## src/rtl/rps_pkg.sv

```systemverilog
package rps_pkg;
  typedef enum logic [1:0] {
    SPAN_IDLE  = 2'd0,
    SPAN_EARLY = 2'd1,
    SPAN_LATE  = 2'd2
  } span_state_e;

  function automatic int unsigned max_u(input int unsigned a, input int unsigned b);
    return (a > b) ? a : b;
  endfunction
endpackage

```

## src/rtl/rps_interval.sv

```systemverilog
module rps_interval #(
  parameter int unsigned MISS_CNT = 50,
  parameter int unsigned CNT_W    = 6
) (
  input  logic clk,
  input  logic rst_n,
  input  logic clr,
  input  logic strobe,
  input  logic rise,
  input  logic inh_in,
  output logic span,
  output logic span_start,
  output logic span_inh
);
  import rps_pkg::*;

  localparam logic [CNT_W-1:0] MISS_L = CNT_W'(MISS_CNT);
  localparam logic [CNT_W-1:0] ONE_L  = CNT_W'(1);

  span_state_e state_q, state_d;
  logic [CNT_W-1:0] len_q, len_d;
  logic inh_q, inh_d;
  logic start_c;

  always_comb begin
    state_d = state_q;
    len_d   = len_q;
    inh_d   = inh_q;
    start_c = 1'b0;
    if (clr) begin
      state_d = SPAN_IDLE;
      len_d   = '0;
      inh_d   = 1'b0;
    end else begin
      unique case (state_q)
        SPAN_IDLE: begin
          if (strobe ^ rise) begin
            state_d = strobe ? SPAN_LATE : SPAN_EARLY;
            len_d   = ONE_L;
            inh_d   = inh_in;
            start_c = 1'b1;
          end
        end
        SPAN_EARLY: begin
          if (strobe || len_q == MISS_L) state_d = SPAN_IDLE;
          else                           len_d   = len_q + ONE_L;
        end
        SPAN_LATE: begin
          if (rise || len_q == MISS_L) state_d = SPAN_IDLE;
          else                         len_d   = len_q + ONE_L;
        end
        default: state_d = SPAN_IDLE;
      endcase
    end
  end

  always_ff @(posedge clk or negedge rst_n) begin
    if (!rst_n) begin
      state_q <= SPAN_IDLE;
      len_q   <= '0;
      inh_q   <= 1'b0;
    end else begin
      state_q <= state_d;
      len_q   <= len_d;
      inh_q   <= inh_d;
    end
  end

  assign span       = (state_q != SPAN_IDLE);
  assign span_start = start_c;
  assign span_inh   = inh_q;

  assert_span_cap_R2: assert property (@(posedge clk) disable iff (!rst_n)
    span |-> (len_q <= MISS_L));

  assert_span_opens_R1: assert property (@(posedge clk) disable iff (!rst_n)
    $rose(span) |-> $past(strobe ^ rise));

  assert_clr_closes_R6: assert property (@(posedge clk) disable iff (!rst_n)
    clr |=> !span);
endmodule

```

## config.mk

```make
export PLATFORM = sky130hd
export DESIGN_NAME = rps_interval
export DESIGN_NICKNAME = d
export VERILOG_FILES = /design/src/rtl/rps_pkg.sv /design/src/rtl/rps_interval.sv
export SDC_FILE = /design/constraint.sdc
export NUM_CORES = 1
export LEC_CHECK = 0
export ABC_AREA = 1
export BUFFER_PORTS_ARGS = -buffer_cell sky130_fd_sc_hd__buf_4
export CAP_MARGIN = 20
export CORE_AREA = 4 4 41 43
export DETAILED_ROUTE_END_ITERATION = 7
export DIE_AREA = 0 0 45 47
export HOLD_SLACK_MARGIN = 0.03
export PLACE_DENSITY = 0.82
export SLEW_MARGIN = 40
export SYNTH_ARGS = -nofsm -noshare
export SYNTH_HDL_FRONTEND = slang
export SYNTH_SLANG_ARGS = --single-unit
```

## constraint.sdc

```tcl
create_clock -name clk -period 3.51 [get_ports clk]
set_input_delay 1.053 -clock clk [delete_from_list [all_inputs] [get_ports clk]]
set_output_delay 1.053 -clock clk [all_outputs]
set_load 0.02 [all_outputs]
```

# Word level (Yosys, flattened, before mapping)

Index checks and enable logic that the tools add are counted.

Output and inout port bits: 3
Input port bits: 6
Register bits after elaboration: 9

$add $sub $neg: 1
Bitwise gates (word level): 1
Equality and inequality tests: 8
Multiplexer cells: 17
Reductions and logical operators: 10

Operators with widths:

| operator              | count |
|---|---|
| $mux W6               | 4 |
| $pmux W6 S3           | 1 |
| $ne A3 B3 Y1 const B  | 5 |
| $mux W2               | 5 |
| $add A6 B1 Y6 const B | 1 |
| $eq A6 B6 Y1 const B  | 1 |
| $mux W1               | 6 |
| $pmux W2 S3           | 1 |
| $reduce_bool A2 Y1    | 3 |
| $reduce_and A4 Y1     | 1 |
| $reduce_bool A4 Y1    | 1 |
| $reduce_and A3 Y1     | 1 |
| $eq A2 B1 Y1 const B  | 1 |
| $eq A2 B2 Y1 const B  | 1 |
| $logic_not A2 Y1      | 1 |
| $logic_or A1 B1 Y1    | 2 |
| $reduce_and A2 Y1     | 1 |
| $xor A1 B1 Y1         | 1 |

# Logic depth before layout (Yosys ltp)

Gate-level depths: netlist (run 1).

Depth after elaboration: 5
Mapped depth: 10
Gate-level depth less buffers: 10

# Least setup slack after synthesis (run 1)

OpenSTA, ideal clock, no wires.

Path type: input -> output
Start: input port rise
End: output port span_start
Slack: 0.780 ns
Arrival time: 1.677 ns
Required time: 2.457 ns
Stages on the path: 4
Buffers on the path: 0
Cells stage by stage: inv_1 -> nand2_1 -> and2_1 -> nor2_1

Word-level cells in the longest chain between the ends: 4

Ends and longest elaborated chain:

| item            | line               | source |
|---|---|---|
| start, declared | rps_interval.sv:9  | `input logic rise,` |
| $xor A1 B1 Y1   | rps_interval.sv:37 | `if (strobe ^ rise) begin` |
| $mux W1         | rps_interval.sv:37 |  |
| $mux W1         | rps_interval.sv:35 | `unique case (state_q)` |
| $mux W1         | rps_interval.sv:30 | `if (clr) begin` |
| end, declared   | rps_interval.sv:12 | `output logic span_start,` |

Every way passes these cells.

# Worst setup path in the final report (run 1)

Ends and elaborated chain as after synthesis.

==> impl_metrics.tcl, run 1 <==
set metrics [dict create \
    fp.dieH_um 47 \
    r2r_end "len_q[5]" \
    place.gp.congestion 0.7737 \
    rrSetupSlack_ps 1980 \
    ys_ff_latch 9 \
    dieArea_mm2 0.002115 \
    fillCellCount 121 \
    io_buffers 8 \
    crit_cells 6 \
    crit_buf_inv 3 \
    post_cts_buffers 0 \
    dieWidth_um 45 \
    cts_tree "built" \
    antenna_left 0 \
    drc 0 \
    power.leakage_nw 0.4390 \
    synth_top_family_by_area "simple AND/OR/NAND/NOR gates" \
    synth_xor_xnor_area_share 0.01195 \
    dr.pass1.iters 4 \
    whs_path_depth 2 \
    critical_path_peak_fanout 3 \
    routedWlPerCell_um 10.91 \
    drive_gt1_frac 0.2212 \
    fmax_mhz 350.8 \
    slowest_stage "and2_1" \
    clk_pin_slew_ps 50 \
    drv_slew 0 \
    cts_sinks 9 \
    path_common_cell "buf_4" \
    status "finished clean" \
    grt_pass1_vias 581 \
    crit_path_end_kind "output port" \
    final_common_cell "nand2_1" \
    cts_resized 0 \
    grt.total_usage 0.1529 \
    critical_path_arrival_ps 1800 \
    startpoint "rise" \
    pwr_density_cell_mw_per_mm2 406.1 \
    nets 125 \
    rsz0062_at_grt "false" \
    period_minus_slack_ps 2850 \
    hp-class "flop to flop" \
    timing.rr.start "state_q[0]" \
    hold_violations 0 \
    synth_simple_gate_area_frac 0.4744 \
    peakVddDrop_mv 0.3380 \
    synthesis.area_um2 733.2 \
    synthCells 101 \
    area_growth_pct 14.33 \
    drtIter0Drc 11 \
    core_mm2 0.001301 \
    critical_path_required_ps 2460 \
    r2r_cells 10 \
    num_rows 13 \
    numCtsBuffers 3 \
    grt_overflow 0 \
    maxCapViolations 0 \
    insertion_delay_ps 250 \
    synth_fa_ha_area_frac 0.08532 \
    synth_cell_types 19 \
    root_buffer "clkbuf_4" \
    clock_skew_ps 0.4408 \
    synth_warnings 0 \
    synth_compound_area_frac 0.03413 \
    tns_ps 0 \
    yosysSeqAreaShare 0.3072 \
    final_cell_mix "nand2_1, nor2_1, inv_1, nand4_1, dfrtp_1" \
    path_class "input pin to output port" \
    fin_crit_sh 0.8120 \
    setup_viol 0 \
    cts_htree_levels 1 \
    worst_setup_path_start_kind "input pin" \
    crit_path_cell_trace "buf_4, inv_1, nand2_1, and2_1, nor2_1, buf_4" \
    diodes 0 \
    post-route-util 0.6442 \
    wirelength_um 1397 \
    synth.avg_cell_area_um2 7.259 \
    muxShareOfSynthArea 0 \
    cts.path.max_buffers 2 \
    ios 9 \
    dpl.hpwl_um 1178 \
    vias 641 \
    initial_core_util 0.5635 \
    max_stage_delay_ps 180 \
    grt_max_degree 10 \
    cp_top_family "simple AND/OR/NAND/NOR gates" \
    hold_buffers 0 \
    syn_nets 112 \
    grt_pass1_wl_um 2221 \
    avgViaCountPerCell 5.008 \
    tightest_slew_ps 264.9 \
    relSlewSlack 0.8228 \
    cp-endpoint "span_start" \
    antenna_found_initial 0 \
]
[power by group]
part | leakage [nW] | total (mW) | internal, mW | switching [mW]
clock | 0.0150 | 0.0723 | 0.0433 | 0.0290
sequential | 0.122 | 0.131 | 0.116 | 0.0146
combinational | 0.302 | 0.137 | 0.0502 | 0.0870
[cell type report]
type / instances / area (um^2) / share of cell area
flip-flops and latches: 9 / 225.2 / 0.2687
well taps: 15 / 18.77 / 0.02239
inverters: 15 / 63.81 / 0.07612
repair buffers: 8 / 60.06 / 0.07164
clock buffers: 4 / 26.28 / 0.03134
multi-input cells: 77 / 444.2 / 0.5299
[worst min-delay path, delay by kind of cell, from the launching register on]
kind | cells | cell delay (ps)
DFF | 1 | 360
and+or+nand+nor | 2 | 110
[metrics by stage]
| step | hold WS (ps) | power [mW] | std cells | setup WS [ps] | instance area, um^2 |
|---|---|---|---|---|---|
| final | 508.5 | 0.3405 | 128 | 659.8 | 838.3 |
| after global routing | 545.6 | 0.3656 | 128 | 588.6 | 838.3 |
| after CTS | 505.4 | 0.3436 | 128 | 667.9 | 838.3 |
| after detailed placement | 494.2 | 0.2690 | 124 | 670.5 | 812.0 |
| after global placement | 483.0 | 0.2643 | 124 | 691.1 | 812.0 |
| after floorplan | 463.2 | 0.2304 | 101 | 779.5 | 733.2 |
[synth_stat cells]
cell type	number	area (um^2)
nand2_2	3	18.77
inv_1	10	37.54
dfrtp_1	9	225.2
nand3_4	3	52.55
o21bai_1	2	15.01
nand4_1	10	62.56
nand3_1	4	20.02
a21oi_1	1	5.000
clkinv_4	1	8.760
o21ai_1	1	5.000
xnor2_1	1	8.760
and2_1	1	6.260
inv_4	1	6.260
nor2_2	1	6.260
inv_2	3	11.26
nand2_1	32	120.1
ha_1	5	62.56
nand3_2	2	20.02
nor2_1	11	41.29
[cells by family (layout without fill, tap and decap cells)]
kind of cell,Yosys count,count (layout)
compound gates,4,4
xor+xnor,1,1
fa+ha+maj,5,5
buf+inv,15,27
flops,9,9
simple gates,67,67
[routing by layer]
metal | vias up | share of wire | track usage
li1 | 348 | - | -
met1 | 275 | 0.47 | 0.1726
met2 | 13 | 0.47 | 0.2429
met3 | 5 | 0.027 | 0.02299
met4 | 0 | 0.029 | 0.1520
met5 | - | 0 | 0
[worst min path at each step]
stage	start	to	slack, ps
after floorplan	len_q[4]	len_q[4]	460
after global placement	state_q[1]	state_q[1]	480
after detailed placement	state_q[1]	state_q[1]	490
after CTS	len_q[4]	len_q[4]	510
after global routing	state_q[1]	state_q[1]	550
final	state_q[1]	state_q[1]	510
[state kept, by name, summed over array words and instances (netlist names)]
signal / cells
len_q: 6
span_inh: 1
state_q: 2
No activity file was read; power rests on OpenSTA's default activity.
==> run 2: changes to the inputs <==
- ABC_AREA: 1 -> 0
- CORE_AREA: 4 4 41 43 -> default
- CORE_MARGIN: default -> 4
- CORE_UTILIZATION: default -> 50
- DIE_AREA: 0 0 45 47 -> default
- PLACE_DENSITY: 0.82 -> 0.79
- clock period: 3.51 -> 2.5 ns (I/O delays scaled with it)
==> run 2 against run 1 <==
Area after synthesis grew 5.6%. Largest cell class unchanged. Register-to-register slack lost 1500 ps. Cell count shrank 13%. Sequential cell count is the same. Worst setup slack lost 340 ps. Utilization shrank 3.0 points. Critical path depth shrank 1. Sequential share of layout area shrank 0.36 points. Die area grew 6.0%. Clock power grew 52%.
==> impl_metrics.tcl, run 2 <==
set metrics [dict create \
    dieArea_mm2 0.002243 \
    design_area_um2 849.6 \
    setup_viol 0 \
    synth_warnings 0 \
    multi_input_area_um2 493.0 \
    yosysTopAreaCell "dfrtp_1" \
    hold_violations 0 \
    period_minus_slack_ps 2181 \
    whs_ps 304.7 \
    crit_path_end_kind "output port" \
    worst_setup_path_start_kind "flop" \
    numCtsBuffers 3 \
    area_growth_pct 9.693 \
    post_cts_buffers 0 \
    pwr_density_cell_mw_per_mm2 513.5 \
    io_buffers 8 \
    tns_ps 0 \
    final_cells 112 \
    drc 0 \
    drive_gt1_frac 0.1546 \
    nets 109 \
    grt_overflow 0 \
    top_register "len_q" \
    grt_max_degree 14 \
    final_common_cell "nand2_1" \
    seqCellArea_um2 225.2 \
    avgViaCountPerCell 6.455 \
    ys_ff_latch 9 \
    yosysSeqAreaShare 0.2908 \
    synthCells 89 \
    grt.total_usage 0.1811 \
    crit_path_cell_trace "inv_1, ha_1, nand2b_1, nor2_1, buf_4" \
    max_stage_delay_ps 410 \
    diodes 0 \
    drv_slew 0 \
    core_mm2 0.001383 \
    synthTopCellsByArea "dfrtp_1, ha_1, nand2_1" \
    async_reset_ff_frac 1.000 \
    rsz0062_at_grt "false" \
    maxCapViolations 0 \
    yosysMostFrequentCell "nand2_1" \
    fin_crit_sh 0.8725 \
    slowest_stage "dfrtp_1" \
    cts_resized 0 \
    path_class "flop to output port" \
    tightest_slew_ps 467.9 \
    cts.path.max_buffers 2 \
    antenna_left 0 \
    peakVddDrop_mv 0.3181 \
    fillCellCount 116 \
    antenna_found_initial 0 \
    insertion_delay_ps 260 \
    ios 9 \
    cts_htree_levels 1 \
    place.gp.congestion 0.8372 \
    vias 723 \
    place_inst 108 \
    ys.flop_type "dfrtp_1" \
    clk_pin_slew_ps 60 \
    power.leakage_nw 0.3739 \
    cp_top_family "flip-flops" \
    hold_buffers 0 \
    synth_cell_types 36 \
    clock_skew_ps 2.697 \
    synth.top_cell.area_share 0.2908 \
    critical_path_peak_fanout 5 \
    fmax_mhz 458.5 \
    routedWlPerCell_um 15.57 \
    syn_nets 100 \
    relSlewSlack 0.6881 \
    critical_path_required_ps 1750 \
    synth_edf_count 0 \
    synth_commonest_cells "nand2_1, dfrtp_1, inv_1" \
    grt_pass1_vias 671 \
    final_cell_mix "nand2_1, dfrtp_1, buf_4" \
    critical_path_arrival_ps 1430 \
    synth.avg_cell_area_um2 8.702 \
    largest_register_ffs 6 \
    status "finished clean" \
    drtIter0Drc 34 \
    placed_area_um2 823.3 \
    dr.pass1.iters 4 \
    hp-class "input pin to async pin" \
    root_buffer "clkbuf_4" \
    fp.dieH_um 47.36 \
    dpl.hpwl_um 1253 \
    cts_tree "built" \
    dieWidth_um 47.36 \
    wirelength_um 1744 \
    crit_buf_inv 2 \
    num_rows 13 \
    grt_pass1_wl_um 2863 \
    cts_sinks 9 \
    synthesis.area_um2 774.5 \
    initial_core_util 0.5602 \
    post-route-util 0.6145 \
]
-- run 2: path summary, 6_finish.rpt --
check | startpoint | endpoint | slack (ps) | cells after the start
worst max-delay path | state_q[0] | span_start | 320 | 5
worst min-delay path | rst_n | len_q[3] | 300 | 1
worst max register to register | state_q[0] | len_q[4] | 490 | 6
worst min register to register | span_inh | span_inh | 550 | 2
max in group asynchronous | rst_n | len_q[0] | 2050 | 1
min in group clk | span_inh | span_inh | 550 | 2
-- run 2: cells by family (layout without fill, tap and decap cells) --
logic type / Yosys count / after routing / share of synthesized area
buffers and inverters: 11 / 19 / 0.07271
AND/OR/NAND/NOR: 38 / 38 / 0.2698
multiplexers: 2 / 2 / 0.02585
flip-flops: 9 / 9 / 0.2908
adder cells (fa/ha/maj): 5 / 5 / 0.08078
AO/OA/AOI/OAI: 23 / 23 / 0.2488
XOR/XNOR: 1 / 1 / 0.01131
-- run 2: power by group --
| part | internal (mW) | switching (mW) | total, mW |
|---|---|---|---|
| combinational | 0.0617 | 0.0990 | 0.161 |
| sequential | 0.156 | 0.00909 | 0.165 |
| clock | 0.0614 | 0.0490 | 0.110 |
| total | 0.279 | 0.157 | 0.436 |
-- run 2: layout make-up --
| class | instances | area share |
|---|---|---|
| clock buffer | 4 | 0.03093 |
| tap | 15 | 0.02209 |
| multi-input combinational | 69 | 0.5803 |
| inverter | 7 | 0.03093 |
| sequential | 9 | 0.2651 |
| timing repair buffer | 8 | 0.07069 |
-- run 2: metal layers --
| layer | up-vias | global-route usage | share of wire |
|---|---|---|---|
| li1 | 349 | - | - |
| met1 | 351 | 0.2202 | 0.44 |
| met2 | 21 | 0.2861 | 0.48 |
| met3 | 2 | 0.05747 | 0.077 |
| met4 | 0 | 0.08840 | 0.0057 |
| met5 | - | 0 | 0 |
-- run 2: metrics by stage --
step           total power, mW  worst slack (ps)
6_report                0.4362             318.9
4_1_cts                 0.4411             309.6
3_3_place_gp            0.3214             409.6
5_1_grt                 0.4697             204.9
3_5_place_dp            0.3268             379.3
2_1_floorplan           0.2912             439.2
==> run 3: changes to the inputs <==
- BUFFER_PORTS_ARGS: -buffer_cell sky130_fd_sc_hd__buf_4 -> -buffer_cell sky130_fd_sc_hd__clkbuf_2
==> run 3 against run 2 <==
Die area did not move. Sequential power is essentially flat. Fmax decreased by 2.1%. Clock power is essentially flat. Via count increased by 2.2%. Power decreased by 0.77%. Sequential cell count unchanged. Sequential share of layout area grew 0.40 points. Clock skew about the same. First-iteration DRC count fell by 29%. Clock-buffer cell count unchanged. Largest cell class unchanged.
==> impl_metrics.tcl, run 3 (synthesis gave the netlist of run 2 again) <==
set metrics [dict create \
    rrSetupSlack_ps 500 \
    grt.total_usage 0.1873 \
    pwr-share-clk 0.260 \
    critical_path_required_ps 1750 \
    startpoint "state_q[0]" \
    r2r_cells 5 \
    insertion_delay_ps 260 \
    rsz0062_at_grt "false" \
    tightest_slew_ps 423.3 \
    tns_ps 0 \
    avgViaCountPerCell 6.540 \
    drive_gt1_frac 0.1633 \
    clk_pin_slew_ps 60 \
    dieWidth_um 47.36 \
    p_int_mw 0.2738 \
    numCtsBuffers 3 \
    vias 739 \
    cts_tree "built" \
    comb_power_share 0.357 \
    peakVddDrop_mv 0.3379 \
    cts_htree_levels 1 \
    fp.dieH_um 47.36 \
    path_class "flop to output port" \
    critical_path_peak_fanout 5 \
    antenna_left 0 \
    hold_buffers 0 \
    area_growth_pct 8.078 \
    swShare 0.3676 \
    top_register "len_q" \
    maxCapViolations 0 \
    place.gp.congestion 0.8433 \
    top_layer "met4" \
    grt_overflow 0 \
    grt_pass1_wl_um 2953 \
    fin_crit_sh 0.8916 \
    setup_viol 0 \
    status "finished clean" \
    root_buffer "clkbuf_4" \
    wl_met2_um 787 \
    final_cell_mix "nand2_1, dfrtp_1, clkbuf_2" \
    dr.pass1.iters 4 \
    power.leakage_nw 0.3732 \
    drc 0 \
    power.switching_mw 0.1591 \
    dieArea_mm2 0.002243 \
    cts_resized 0 \
    num_rows 13 \
    routedWlPerCell_um 14.84 \
    period_minus_slack_ps 2229 \
    fmax_mhz 448.6 \
    drv_slew 0 \
    largest_register_ffs 6 \
    grt_max_degree 13 \
    dpl.hpwl_um 1250 \
    ios 9 \
    diodes 0 \
    worst_setup_path_start_kind "flop" \
    seqPwrFrac 0.383 \
    antenna_found_initial 0 \
    cts.path.max_buffers 2 \
    post_cts_buffers 0 \
    crit_path_end_kind "output port" \
    final_common_cell "nand2_1" \
    cts_sinks 9 \
    critical_path_arrival_ps 1480 \
    pwr_density_cell_mw_per_mm2 517.2 \
    initial_core_util 0.5602 \
    nets 110 \
    relSlewSlack 0.7178 \
    drtIter0Drc 24 \
    hp-class "input pin to async pin" \
    clock_skew_ps 2.760 \
    io_buffers 8 \
    met3WireLength_um 110 \
    grt_pass1_vias 646 \
    core_mm2 0.001383 \
    wirelength_um 1677 \
    r2r_end "len_q[4]" \
    finalPower_mw 0.4329 \
    hold_violations 0 \
    timing.rr.start "state_q[0]" \
    met1_length_um 769 \
]
-- run 3: metrics by stage --
| stage | cell area, um^2 | hold slack, ps | util | setup WS (ps) | cells |
|---|---|---|---|---|---|
| 6_report | 837.1 | 337.1 | 0.6054 | 270.9 | 113 |
| 5_1_grt | 837.1 | 328.6 | 0.6054 | 138.0 | 113 |
| 4_1_cts | 837.1 | 330.5 | 0.6054 | 255.3 | 113 |
| 3_5_place_dp | 810.8 | 525.8 | 0.5864 | 340.4 | 109 |
| 3_3_place_gp | 810.8 | 510.3 | 0.5864 | 377.3 | 109 |
| 2_1_floorplan | 774.5 | 454.4 | - | 439.2 | 89 |
-- run 3: worst max-delay path, stage by stage (launching register included) --
cell and delay, ps:
dfrtp_1 420, inv_1 120, ha_1 240, nand2b_1 140
nor2_1 120, clkbuf_2 180
-- run 3: power groups by stage --
stage / Combinational, mW / Sequential (mW) / Clock, mW
CTS: 0.154 / 0.166 / 0.119
global route: 0.172 / 0.167 / 0.126
floorplan: 0.123 / 0.168 / 0
detailed placement: 0.154 / 0.168 / 0
global placement: 0.147 / 0.167 / 0
finish: 0.155 / 0.166 / 0.113
-- run 3: final cells by class --
type                            count  area [um^2]
Multi-Input combinational cell     69        493.0
Timing Repair Buffer                9        47.55
Tap cell                           15        18.77
Sequential cell                     9        225.2
Clock buffer                        4        26.28
Fill cell                         126        545.5
Inverter                            7        26.28
-- run 3: worst max-delay path by stage --
stage	endpoint	slack, ps	depth (start not counted)
after global routing	span_start	140	5
after CTS	span_start	260	5
after global placement	span_start	380	4
after floorplan	span_start	440	3
after detailed placement	span_start	340	4
final	span_start	270	5
-- run 3: metal layers --
| layer | GRT usage | vias up |
|---|---|---|
| met4 | 0.07182 | 0 |
| met5 | 0 | - |
| li1 | - | 351 |
| met3 | 0.05747 | 2 |
| met2 | 0.2674 | 25 |
| met1 | 0.2615 | 361 |
